$ cat src/rtl/sertx_pkg.sv
package sertx_pkg;

  typedef enum logic [2:0] {
    ST_IDLE,
    ST_ARMED,
    ST_START,
    ST_DATA,
    ST_EXTRA,
    ST_STOP1,
    ST_STOP2
  } tx_state_e;

  typedef struct packed {
    logic len_short;
    logic par_en;
    logic par_odd;
    logic mp_en;
    logic mp_val;
    logic two_stop;
  } tx_fmt_t;

endpackage

$ cat src/rtl/sertx_rst_sync.sv
module sertx_rst_sync (
  input  logic clk,
  input  logic arst_n,
  output logic srst_n
);
  logic [1:0] sync_q;

  always_ff @(posedge clk or negedge arst_n) begin
    if (!arst_n) sync_q <= 2'b00;
    else         sync_q <= {sync_q[0], 1'b1};
  end

  assign srst_n = sync_q[1];
endmodule

$ cat src/rtl/sertx_hold.sv
module sertx_hold #(
  parameter int DATA_W = 8
) (
  input  logic              clk,
  input  logic              rst_n,
  input  logic              wr_en,
  input  logic [DATA_W-1:0] wr_data,
  input  logic              clr_empty,
  input  logic              load,
  input  logic              set_end,
  output logic [DATA_W-1:0] data_q,
  output logic              empty_q,
  output logic              end_q
);
  logic [DATA_W-1:0] data_d;
  logic              empty_d;
  logic              end_d;

  always_comb begin
    data_d  = wr_en ? wr_data : data_q;
    empty_d = empty_q;
    if (load)           empty_d = 1'b1;
    else if (clr_empty) empty_d = 1'b0;
    end_d = end_q;
    if (clr_empty)    end_d = 1'b0;
    else if (set_end) end_d = 1'b1;
  end

  always_ff @(posedge clk or negedge rst_n) begin
    if (!rst_n) begin
      data_q  <= '0;
      empty_q <= 1'b1;
      end_q   <= 1'b1;
    end else begin
      data_q  <= data_d;
      empty_q <= empty_d;
      end_q   <= end_d;
    end
  end

  p_load_refills_r2: assert property (@(posedge clk) disable iff (!rst_n)
    load |=> empty_q);
  p_handover_empties_r2: assert property (@(posedge clk) disable iff (!rst_n)
    (clr_empty && !load) |=> !empty_q);
  p_handover_clears_end_r8: assert property (@(posedge clk) disable iff (!rst_n)
    clr_empty |=> !end_q);
  p_end_raised_r7: assert property (@(posedge clk) disable iff (!rst_n)
    (set_end && !clr_empty) |=> end_q);
endmodule

$ cat src/rtl/sertx_frame.sv
module sertx_frame
  import sertx_pkg::*;
#(
  parameter int DATA_W = 8
) (
  input  logic              clk,
  input  logic              rst_n,
  input  logic              bit_tick,
  input  logic              empty_i,
  input  logic [DATA_W-1:0] data_i,
  input  tx_fmt_t           fmt_i,
  output logic              load_o,
  output logic              set_end_o,
  output logic              txd_o
);
  localparam int IDX_W = $clog2(DATA_W + 1);
  localparam logic [IDX_W-1:0] LAST_FULL  = IDX_W'(DATA_W - 1);
  localparam logic [IDX_W-1:0] LAST_SHORT = IDX_W'(DATA_W - 2);

  tx_state_e         st_q, st_d;
  logic [IDX_W-1:0]  idx_q, idx_d, last_q, last_d;
  logic [DATA_W-1:0] shr_q, shr_d;
  logic              ext_en_q, ext_en_d, ext_val_q, ext_val_d;
  logic              pend_two_q, pend_two_d, cur_two_q, cur_two_d;
  logic              chain_q, chain_d, txd_q, txd_d;
  logic              go_stop, begin_frame;
  logic [DATA_W-1:0] masked;
  logic              par_bit;

  assign masked  = fmt_i.len_short ? {1'b0, data_i[DATA_W-2:0]} : data_i;
  assign par_bit = (^masked) ^ fmt_i.par_odd;

  always_comb begin
    st_d = st_q;        idx_d = idx_q;       last_d = last_q;
    shr_d = shr_q;      ext_en_d = ext_en_q; ext_val_d = ext_val_q;
    pend_two_d = pend_two_q; cur_two_d = cur_two_q;
    chain_d = chain_q;  txd_d = txd_q;
    load_o = 1'b0; set_end_o = 1'b0; go_stop = 1'b0; begin_frame = 1'b0;

    case (st_q)
      ST_IDLE: if (!empty_i) begin
        load_o = 1'b1;
        st_d   = ST_ARMED;
      end
      ST_ARMED: if (bit_tick) begin_frame = 1'b1;
      ST_START: if (bit_tick) begin
        st_d  = ST_DATA;
        txd_d = shr_q[0];
        shr_d = shr_q >> 1;
        idx_d = '0;
      end
      ST_DATA: if (bit_tick) begin
        if (idx_q == last_q) begin
          if (ext_en_q) begin
            st_d  = ST_EXTRA;
            txd_d = ext_val_q;
          end else begin
            go_stop = 1'b1;
          end
        end else begin
          txd_d = shr_q[0];
          shr_d = shr_q >> 1;
          idx_d = idx_q + 1'b1;
        end
      end
      ST_EXTRA: if (bit_tick) go_stop = 1'b1;
      ST_STOP1: if (bit_tick) begin
        if (cur_two_q)    st_d = ST_STOP2;
        else if (chain_q) begin_frame = 1'b1;
        else              st_d = ST_IDLE;
      end
      ST_STOP2: if (bit_tick) begin
        if (chain_q) begin_frame = 1'b1;
        else         st_d = ST_IDLE;
      end
      default: begin
        st_d  = ST_IDLE;
        txd_d = 1'b1;
      end
    endcase

    if (go_stop) begin
      st_d  = ST_STOP1;
      txd_d = 1'b1;
      if (!empty_i) begin
        load_o  = 1'b1;
        chain_d = 1'b1;
      end else begin
        set_end_o = 1'b1;
      end
    end

    if (begin_frame) begin
      st_d      = ST_START;
      txd_d     = 1'b0;
      cur_two_d = pend_two_q;
      chain_d   = 1'b0;
    end

    if (load_o) begin
      shr_d      = data_i;
      last_d     = fmt_i.len_short ? LAST_SHORT : LAST_FULL;
      ext_en_d   = fmt_i.mp_en | fmt_i.par_en;
      ext_val_d  = fmt_i.mp_en ? fmt_i.mp_val : par_bit;
      pend_two_d = fmt_i.two_stop;
    end
  end

  always_ff @(posedge clk or negedge rst_n) begin
    if (!rst_n) begin
      st_q <= ST_IDLE;   idx_q <= '0;      last_q <= LAST_FULL;
      shr_q <= '0;       ext_en_q <= 1'b0; ext_val_q <= 1'b0;
      pend_two_q <= 1'b0; cur_two_q <= 1'b0;
      chain_q <= 1'b0;   txd_q <= 1'b1;
    end else begin
      st_q <= st_d;      idx_q <= idx_d;       last_q <= last_d;
      shr_q <= shr_d;    ext_en_q <= ext_en_d; ext_val_q <= ext_val_d;
      pend_two_q <= pend_two_d; cur_two_q <= cur_two_d;
      chain_q <= chain_d; txd_q <= txd_d;
    end
  end

  assign txd_o = txd_q;

  p_start_is_low_r3: assert property (@(posedge clk) disable iff (!rst_n)
    (st_q == ST_START) |-> !txd_q);
  p_idle_and_stop_high_r7: assert property (@(posedge clk) disable iff (!rst_n)
    (st_q inside {ST_IDLE, ST_ARMED, ST_STOP1, ST_STOP2}) |-> txd_q);
  p_line_moves_on_tick_r10: assert property (@(posedge clk) disable iff (!rst_n)
    !bit_tick |=> $stable(txd_q));
  p_flag_outcomes_exclusive_r6: assert property (@(posedge clk) disable iff (!rst_n)
    !(load_o && set_end_o));
endmodule

$ cat src/rtl/sertx_top.sv
module sertx_top
  import sertx_pkg::*;
(
  input  logic       clk,
  input  logic       rst_n,
  input  logic       bit_tick,
  input  logic       wr_en,
  input  logic [7:0] wr_data,
  input  logic       clr_empty,
  input  logic       fmt_len7,
  input  logic       fmt_par_en,
  input  logic       fmt_par_odd,
  input  logic       fmt_mp_en,
  input  logic       fmt_mp_bit,
  input  logic       fmt_two_stop,
  input  logic       ie_empty,
  input  logic       ie_end,
  output logic       txd,
  output logic       empty_flag,
  output logic       end_flag,
  output logic       irq_empty,
  output logic       irq_end
);
  localparam int DATA_W = 8;

  logic              srst_n;
  logic [DATA_W-1:0] hold_data;
  logic              load, set_end;
  tx_fmt_t           fmt;

  assign fmt = '{len_short: fmt_len7, par_en: fmt_par_en, par_odd: fmt_par_odd,
                 mp_en: fmt_mp_en, mp_val: fmt_mp_bit, two_stop: fmt_two_stop};

  sertx_rst_sync u_rst (
    .clk    (clk),
    .arst_n (rst_n),
    .srst_n (srst_n)
  );

  sertx_hold #(.DATA_W(DATA_W)) u_hold (
    .clk       (clk),
    .rst_n     (srst_n),
    .wr_en     (wr_en),
    .wr_data   (wr_data),
    .clr_empty (clr_empty),
    .load      (load),
    .set_end   (set_end),
    .data_q    (hold_data),
    .empty_q   (empty_flag),
    .end_q     (end_flag)
  );

  sertx_frame #(.DATA_W(DATA_W)) u_frame (
    .clk       (clk),
    .rst_n     (srst_n),
    .bit_tick  (bit_tick),
    .empty_i   (empty_flag),
    .data_i    (hold_data),
    .fmt_i     (fmt),
    .load_o    (load),
    .set_end_o (set_end),
    .txd_o     (txd)
  );

  assign irq_empty = empty_flag & ie_empty;
  assign irq_end   = end_flag & ie_end;
endmodule

$ cat config.mk
export PLATFORM = sky130hd
export DESIGN_NAME = sertx_top
export DESIGN_NICKNAME = d
export VERILOG_FILES = /design/src/rtl/sertx_pkg.sv /design/src/rtl/sertx_rst_sync.sv /design/src/rtl/sertx_hold.sv /design/src/rtl/sertx_frame.sv /design/src/rtl/sertx_top.sv
export SDC_FILE = /design/constraint.sdc
export NUM_CORES = 1
export LEC_CHECK = 0
export BUFFER_PORTS_ARGS = -buffer_cell sky130_fd_sc_hd__buf_2
export CORE_AREA = 2 2 106 77
export DETAILED_ROUTE_END_ITERATION = 7
export DIE_AREA = 0 0 108 79
export SLEW_MARGIN = 20
export SYNTH_ARGS = -nofsm -noshare
export SYNTH_HDL_FRONTEND = slang
export SYNTH_SLANG_ARGS = --single-unit
$ cat constraint.sdc
create_clock -name clk -period 2.4 [get_ports clk]
set_input_delay 0.12 -clock clk [delete_from_list [all_inputs] [get_ports clk]]
set_output_delay 0.12 -clock clk [all_outputs]
set_load 0.1 [all_outputs]
; After elaboration in Yosys (flattened, before gate mapping)
; Index checks and enable logic that the tools add are counted.
[classes]
reduce_logical = 14
n_eq_ne = 24
muxes = 54
bitwise_logic = 4
addsub = 1
[op_table]
columns = operator, n
row1 = 8-bit two-way mux, 5
row2 = 3-bit two-way mux, 11
row3 = 1-bit two-way mux, 29
row4 = 4-bit by 2-bit inequality test with 1-bit output (second input constant), 5
row5 = 3-bit one-hot mux with 6 select lines, 1
row6 = 8-bit one-hot mux with 2 select lines, 1
row7 = 4-bit two-way mux, 3
row8 = 4-bit AND reduction, 3
row9 = 3-bit equality test (second input constant), 3
row10 = 3-bit inequality test (second input constant), 3
row11 = 4-bit by 1-bit inequality test with 1-bit output (second input constant), 2
row12 = 4-bit one-hot mux with 2 select lines, 1
row13 = 8-bit AND reduction, 1
row14 = 2-bit nonzero test, 4
row15 = 8-bit parity, 1
row16 = 3-bit by 2-bit equality test with 1-bit output (second input constant), 2
row17 = 2-bit inequality test (second input constant), 3
row18 = 3-bit by 1-bit inequality test with 1-bit output (second input constant), 2
row19 = 1-bit one-hot mux with 3 select lines, 2
row20 = 5-bit by 2-bit inequality test with 1-bit output (second input constant), 1
row21 = 5-bit OR reduction, 1
row22 = 4-bit by 1-bit adder with 4-bit output (second input constant), 1
row23 = 4-bit equality test, 1
row24 = 3-bit by 1-bit equality test with 1-bit output (second input constant), 1
row25 = 9 further kinds, 10
[totals]
wordCells = 111
inputBits = 21
reg_bits = 37

; Logic depth before layout (Yosys ltp)
[depth]
ltp_word = 7
mapped_depth = 7

; By module
; A second synthesis with hierarchy kept.
[hier_totals]
hier_cells = 176
hier_area_um2 = 1898.1
[modules_own_cells]
columns = mod, n_inst, area_per_inst_um2, seq_area_each_um2, cells_each
row1 = sertx_frame, 1, 1428.9, 553.0, 148
row2 = sertx_hold, 1, 402.9, 252.7, 23
row3 = sertx_rst_sync, 1, 53.8, 50.0, 3
row4 = sertx_top, 1, 12.5, 0.0, 2

; Worst setup path after synthesis
; Ideal clock, no wire load.
[synth_timing]
path_type = flip-flop to flip-flop
startpoint = register u_hold.empty_q
endpoint = register u_frame.st_q[1]
path_stages_with_launch = 6
t_arrival_ps = 1884
setup_ps = 128
slack_ps = 388
required_time_ps = 2272
cell_sequence = dfstp_2 o21bai_1 a221o_1 o211a_2 nor3_2 mux2_1
[synth_via]
elab_chain_len = 2
[synth_rtl]
columns = item, line
row1 = from (decl), sertx_hold.sv:12  ; output logic empty_q,
row2 = from (signal assigned), sertx_hold.sv:36  ; empty_q <= empty_d;
row3 = 4-bit by 2-bit inequality test with 1-bit output (no source line), -
row4 = 8-bit AND reduction (no source line), -
row5 = to (signal assigned), sertx_frame.sv:116  ; st_q <= st_d; idx_q <= idx_d; last_q <= last_d;
row6 = to (decl), sertx_frame.sv:20  ; tx_state_e st_q, st_d;
; Every way passes these cells.
; A chain may end at the register's enable or synchronous reset.

; Worst setup path after layout
[layout_timing]
startpoint = register u_frame.st_q[2]
endpoint = register u_frame.st_q[1]
[layout_via]
elab_chain_len = 5
elab_cells_between_ends = 22
[layout_rtl]
columns = item
row1 = "parallel branches: the longest is 5 deep, another holds 8-bit AND reduction"
; Several ways; the timed one is not identified.

==> results by group <==
Pwr
  • Pwr dens: 1240 nW/µm²
  • Max IR drop VDD: 423 µV
  • Total Power: around 2800 µW
  • Leakage Power: 0.000994 µW

Setup path
  • Worst EP arrival: 2.15 ns
  • Worst Path Required: 2.56 ns
  • CP Capture Type: flip-flop
  • Critical Path Fanout Max: 16
  • Critical setup path kind: reg2reg
  • Startpoint Class: flip-flop

Synth
  • Synth top area cells: dfrtp_1, mux2_2, dfstp_2
  • Sequential share of the synthesized area: 46.8%
  • Synthesized Nets: 194
  • Unique masters post-synth: 51
  • Post-synth EDFFs: 0
  • Post-synth ARST share: between 90% and 100%
  • Dominant cell type by area after synthesis: dfrtp_1
  • Cells after synthesis: 172
  • Synth Flop Type: dfrtp_1
  • Cell area after synthesis: 1830 µm²
  • Synth warn: 0
  • Top cell type's share of synthesized area: between 40% and 50%
  • Avg Cell Area, Syn: 10.6 µm²
  • FF+latch count, synth: 34

STA
  • Setup TNS: 0 ns
  • Final hold vios: 0
  • Slew at the pin closest to its max-slew limit: 0.713 ns
  • Slew headroom: 52.5%
  • Final Max Tran Viols: 0
  • Final setup fails: 0
  • RSZ-0062 raised after global routing: false
  • Clk_skew: around 0.0084 ns
  • Final worst path period share: 82.6%
  • Fmax: 504 MHz
  • Minimum clock period: 1.98 ns
  • Fin worst setup slack: about 0.42 ns

Clock tree
  • CTS H-tree depth: 2
  • CTS max path bufs: 2
  • CTS tree: done
  • CTS Buf Count: 5
  • Resize count post-CTS: 0
  • Post-CTS Setup Bufs: 0
  • CTS clk-pin slew, worst paths: 0.07 ns
  • Sink Count: 34
  • Worst skew pair latency: 0.28 ns
  • Clock root cell: clkbuf_8
  • # hold bufs at CTS: 3

Global route
  • Total gr overflow: 0
  • Initial antenna violation count: 0
  • Vias in the first global route: 1281
  • GRT Total Usage: 9.39%
  • Global-route wire length before repair: 6310 µm
  • Largest net degree at the start of global routing: 21

Place
  • Dpl hpwl: 2830 µm
  • Final GP Congestion: 0.902
  • Area post-placement: 2050 µm²
  • Port bufs: 25
  • Placement Setup Slack: 0.442 ns

Drt
  • Initial DRC count: 256
  • 1st-pass router iterations: 5
  • Routed wire per std cell: 12.2 µm
  • DRC errors left: 0
  • DRT Wirelength: 3720 µm
  • Post-route antenna net violation count: 0
  • DR vias/cell: approximately 4.4
  • Via count: 1343

Die
  • Boundary pin count: 26
  • Die H: just under 80 µm
  • Die Wd: about 110 µm
  • FP Rows: 27
  • Core region area: 7600 µm²
  • Initial core utilization: 24.0%
  • Die ar.: 8530 µm²

Cells and area
  • Finished Cell Area: 2220 µm²
  • Fillers: approximately 800
  • Nets: 225
  • Area growth syn-to-layout: 21.6%
  • Antenna cells: 0
  • Share of cells above drive strength 1: roughly 30%

Worst hold path
  • HP Class: in2reg

Run status
  • Outcome: complete, no violations

Job
  • Maximum Capacitance Violations: 0
worst max-delay path, stage by stage, from the launching register on:
cell,delay [ns]
dfrtp_1,0.61
and2b_1,0.26
and2_1,0.17
a41o_1,0.33
nor3_2,0.15
mux2_1,0.34
synthesized netlist by cell type (2+ instances only):
| library cell | n |
|---|---|
| nor2_1 | 5 |
| buf_6 | 2 |
| nor2b_4 | 2 |
| dfstp_2 | 4 |
| o21bai_1 | 3 |
| buf_4 | 3 |
| xnor2_1 | 4 |
| o21ai_1 | 4 |
| mux2i_1 | 7 |
| buf_2 | 2 |
| nand2_1 | 17 |
| o21ai_0 | 13 |
| nor3_1 | 4 |
| o21a_1 | 3 |
| a21oi_1 | 9 |
| inv_1 | 7 |
| xor2_1 | 2 |
| nand3_1 | 3 |
| nor3_2 | 2 |
| nor2b_1 | 3 |
| and2_1 | 4 |
| nor3b_1 | 2 |
| dfrtp_1 | 30 |
| mux2_2 | 10 |
routing by layer:
layer,wire length [µm],vias to the layer above,global-route usage (%),share of wire (%)
met5,0,-,0,0
met4,13,0,2.31,0.35
met3,194,2,2.46,5.2
met2,1540,42,12.7,41
met1,1970,628,14.6,53
li1,-,671,-,-
cells by family after synthesis:
family                   count (synthesis)  share of synthesized area (%)
AO/OA/AOI/OAI                           48                           17.6
AND/OR/NAND/NOR                         47                           14.4
flip-flops                              34                           46.8
multiplexers                            18                           10.6
buffers and inverters                   15                           4.66
XOR/XNOR                                 8                           5.00
adder cells (fa/ha/maj)                  1                          0.685
other                                    1                          0.205
metrics by stage:
stage	util, %	hold slack [ns]	instances
3_5_place_dp	27.0	-0.0903	294
5_1_grt	29.2	0.0585	305
3_3_place_gp	27.0	-0.0945	294
6_report	29.2	0.0623	305
4_1_cts	29.2	0.0548	305
2_1_floorplan	-	-0.176	172
layout make-up:
| type | instances | area (µm²) | area share (%) |
|---|---|---|---|
| Tap cell | 101 | 126 | 5.69 |
| Inverter | 7 | 26.3 | 1.18 |
| Multi-Input combinational cell | 123 | 886 | 39.9 |
| Timing Repair Buffer | 32 | 185 | 8.33 |
| Clock inverter | 2 | 60.1 | 2.70 |
| Clock buffer | 6 | 82.6 | 3.72 |
| Sequential cell | 34 | 856 | 38.5 |
final timing paths:
check,slack [ns],from,end,cells past startpoint
min,0.06,wr_data[7],u_hold.data_q[7]$_DFFE_PN0P_,2
max in group asynchronous,1.44,u_rst.sync_q[1]$_DFF_PN0_,u_frame.txd_o$_DFFE_PN1P_,1
min reg2reg,0.29,u_rst.sync_q[1]$_DFF_PN0_,u_hold.data_q[1]$_DFFE_PN0P_,0
min in group asynchronous,0.15,rst_n,u_rst.sync_q[1]$_DFF_PN0_,2
max reg2reg,0.42,u_frame.st_q[2]$_DFFE_PN0P_,u_frame.st_q[1]$_DFFE_PN0P_,5
max,0.42,u_frame.st_q[2]$_DFFE_PN0P_,u_frame.st_q[1]$_DFFE_PN0P_,5
placed cells by master (no fill, tap or decap), drive strengths merged, types with 2 or more instances in the layout:
master / synthesis / final
a211oi: 2 / 2
a21oi: 9 / 9
and2: 4 / 4
buf: 7 / 29
bufinv: 0 / 2
clkbuf: 1 / 6
dfrtp: 30 / 30
dfstp: 4 / 4
dlygate4sd3: 0 / 3
inv: 7 / 7
mux2: 11 / 11
mux2i: 7 / 7
nand2: 17 / 17
nand3: 3 / 3
nor2: 5 / 5
nor2b: 5 / 5
nor3: 6 / 6
nor3b: 2 / 2
o21a: 3 / 3
o21ai: 17 / 17
o21bai: 4 / 4
xnor2: 4 / 4
xor2: 3 / 3
sequential cells by signal, summed over array words and instances, names as in the netlist, 2 cells and up:
name	flops
u_frame.shr_q	8
u_frame.idx_q	4
u_rst.sync_q	2
u_frame.st_q	3
u_hold.data_q	8
report_power, final:
group	switching, µW	internal, µW	total [µW]	leakage (µW)
Combinational	633	475	1110	0.000512
Clock	208	443	651	0.0000714
Sequential	224	780	1000	0.000411
Power figures use the tool's default switching activity.
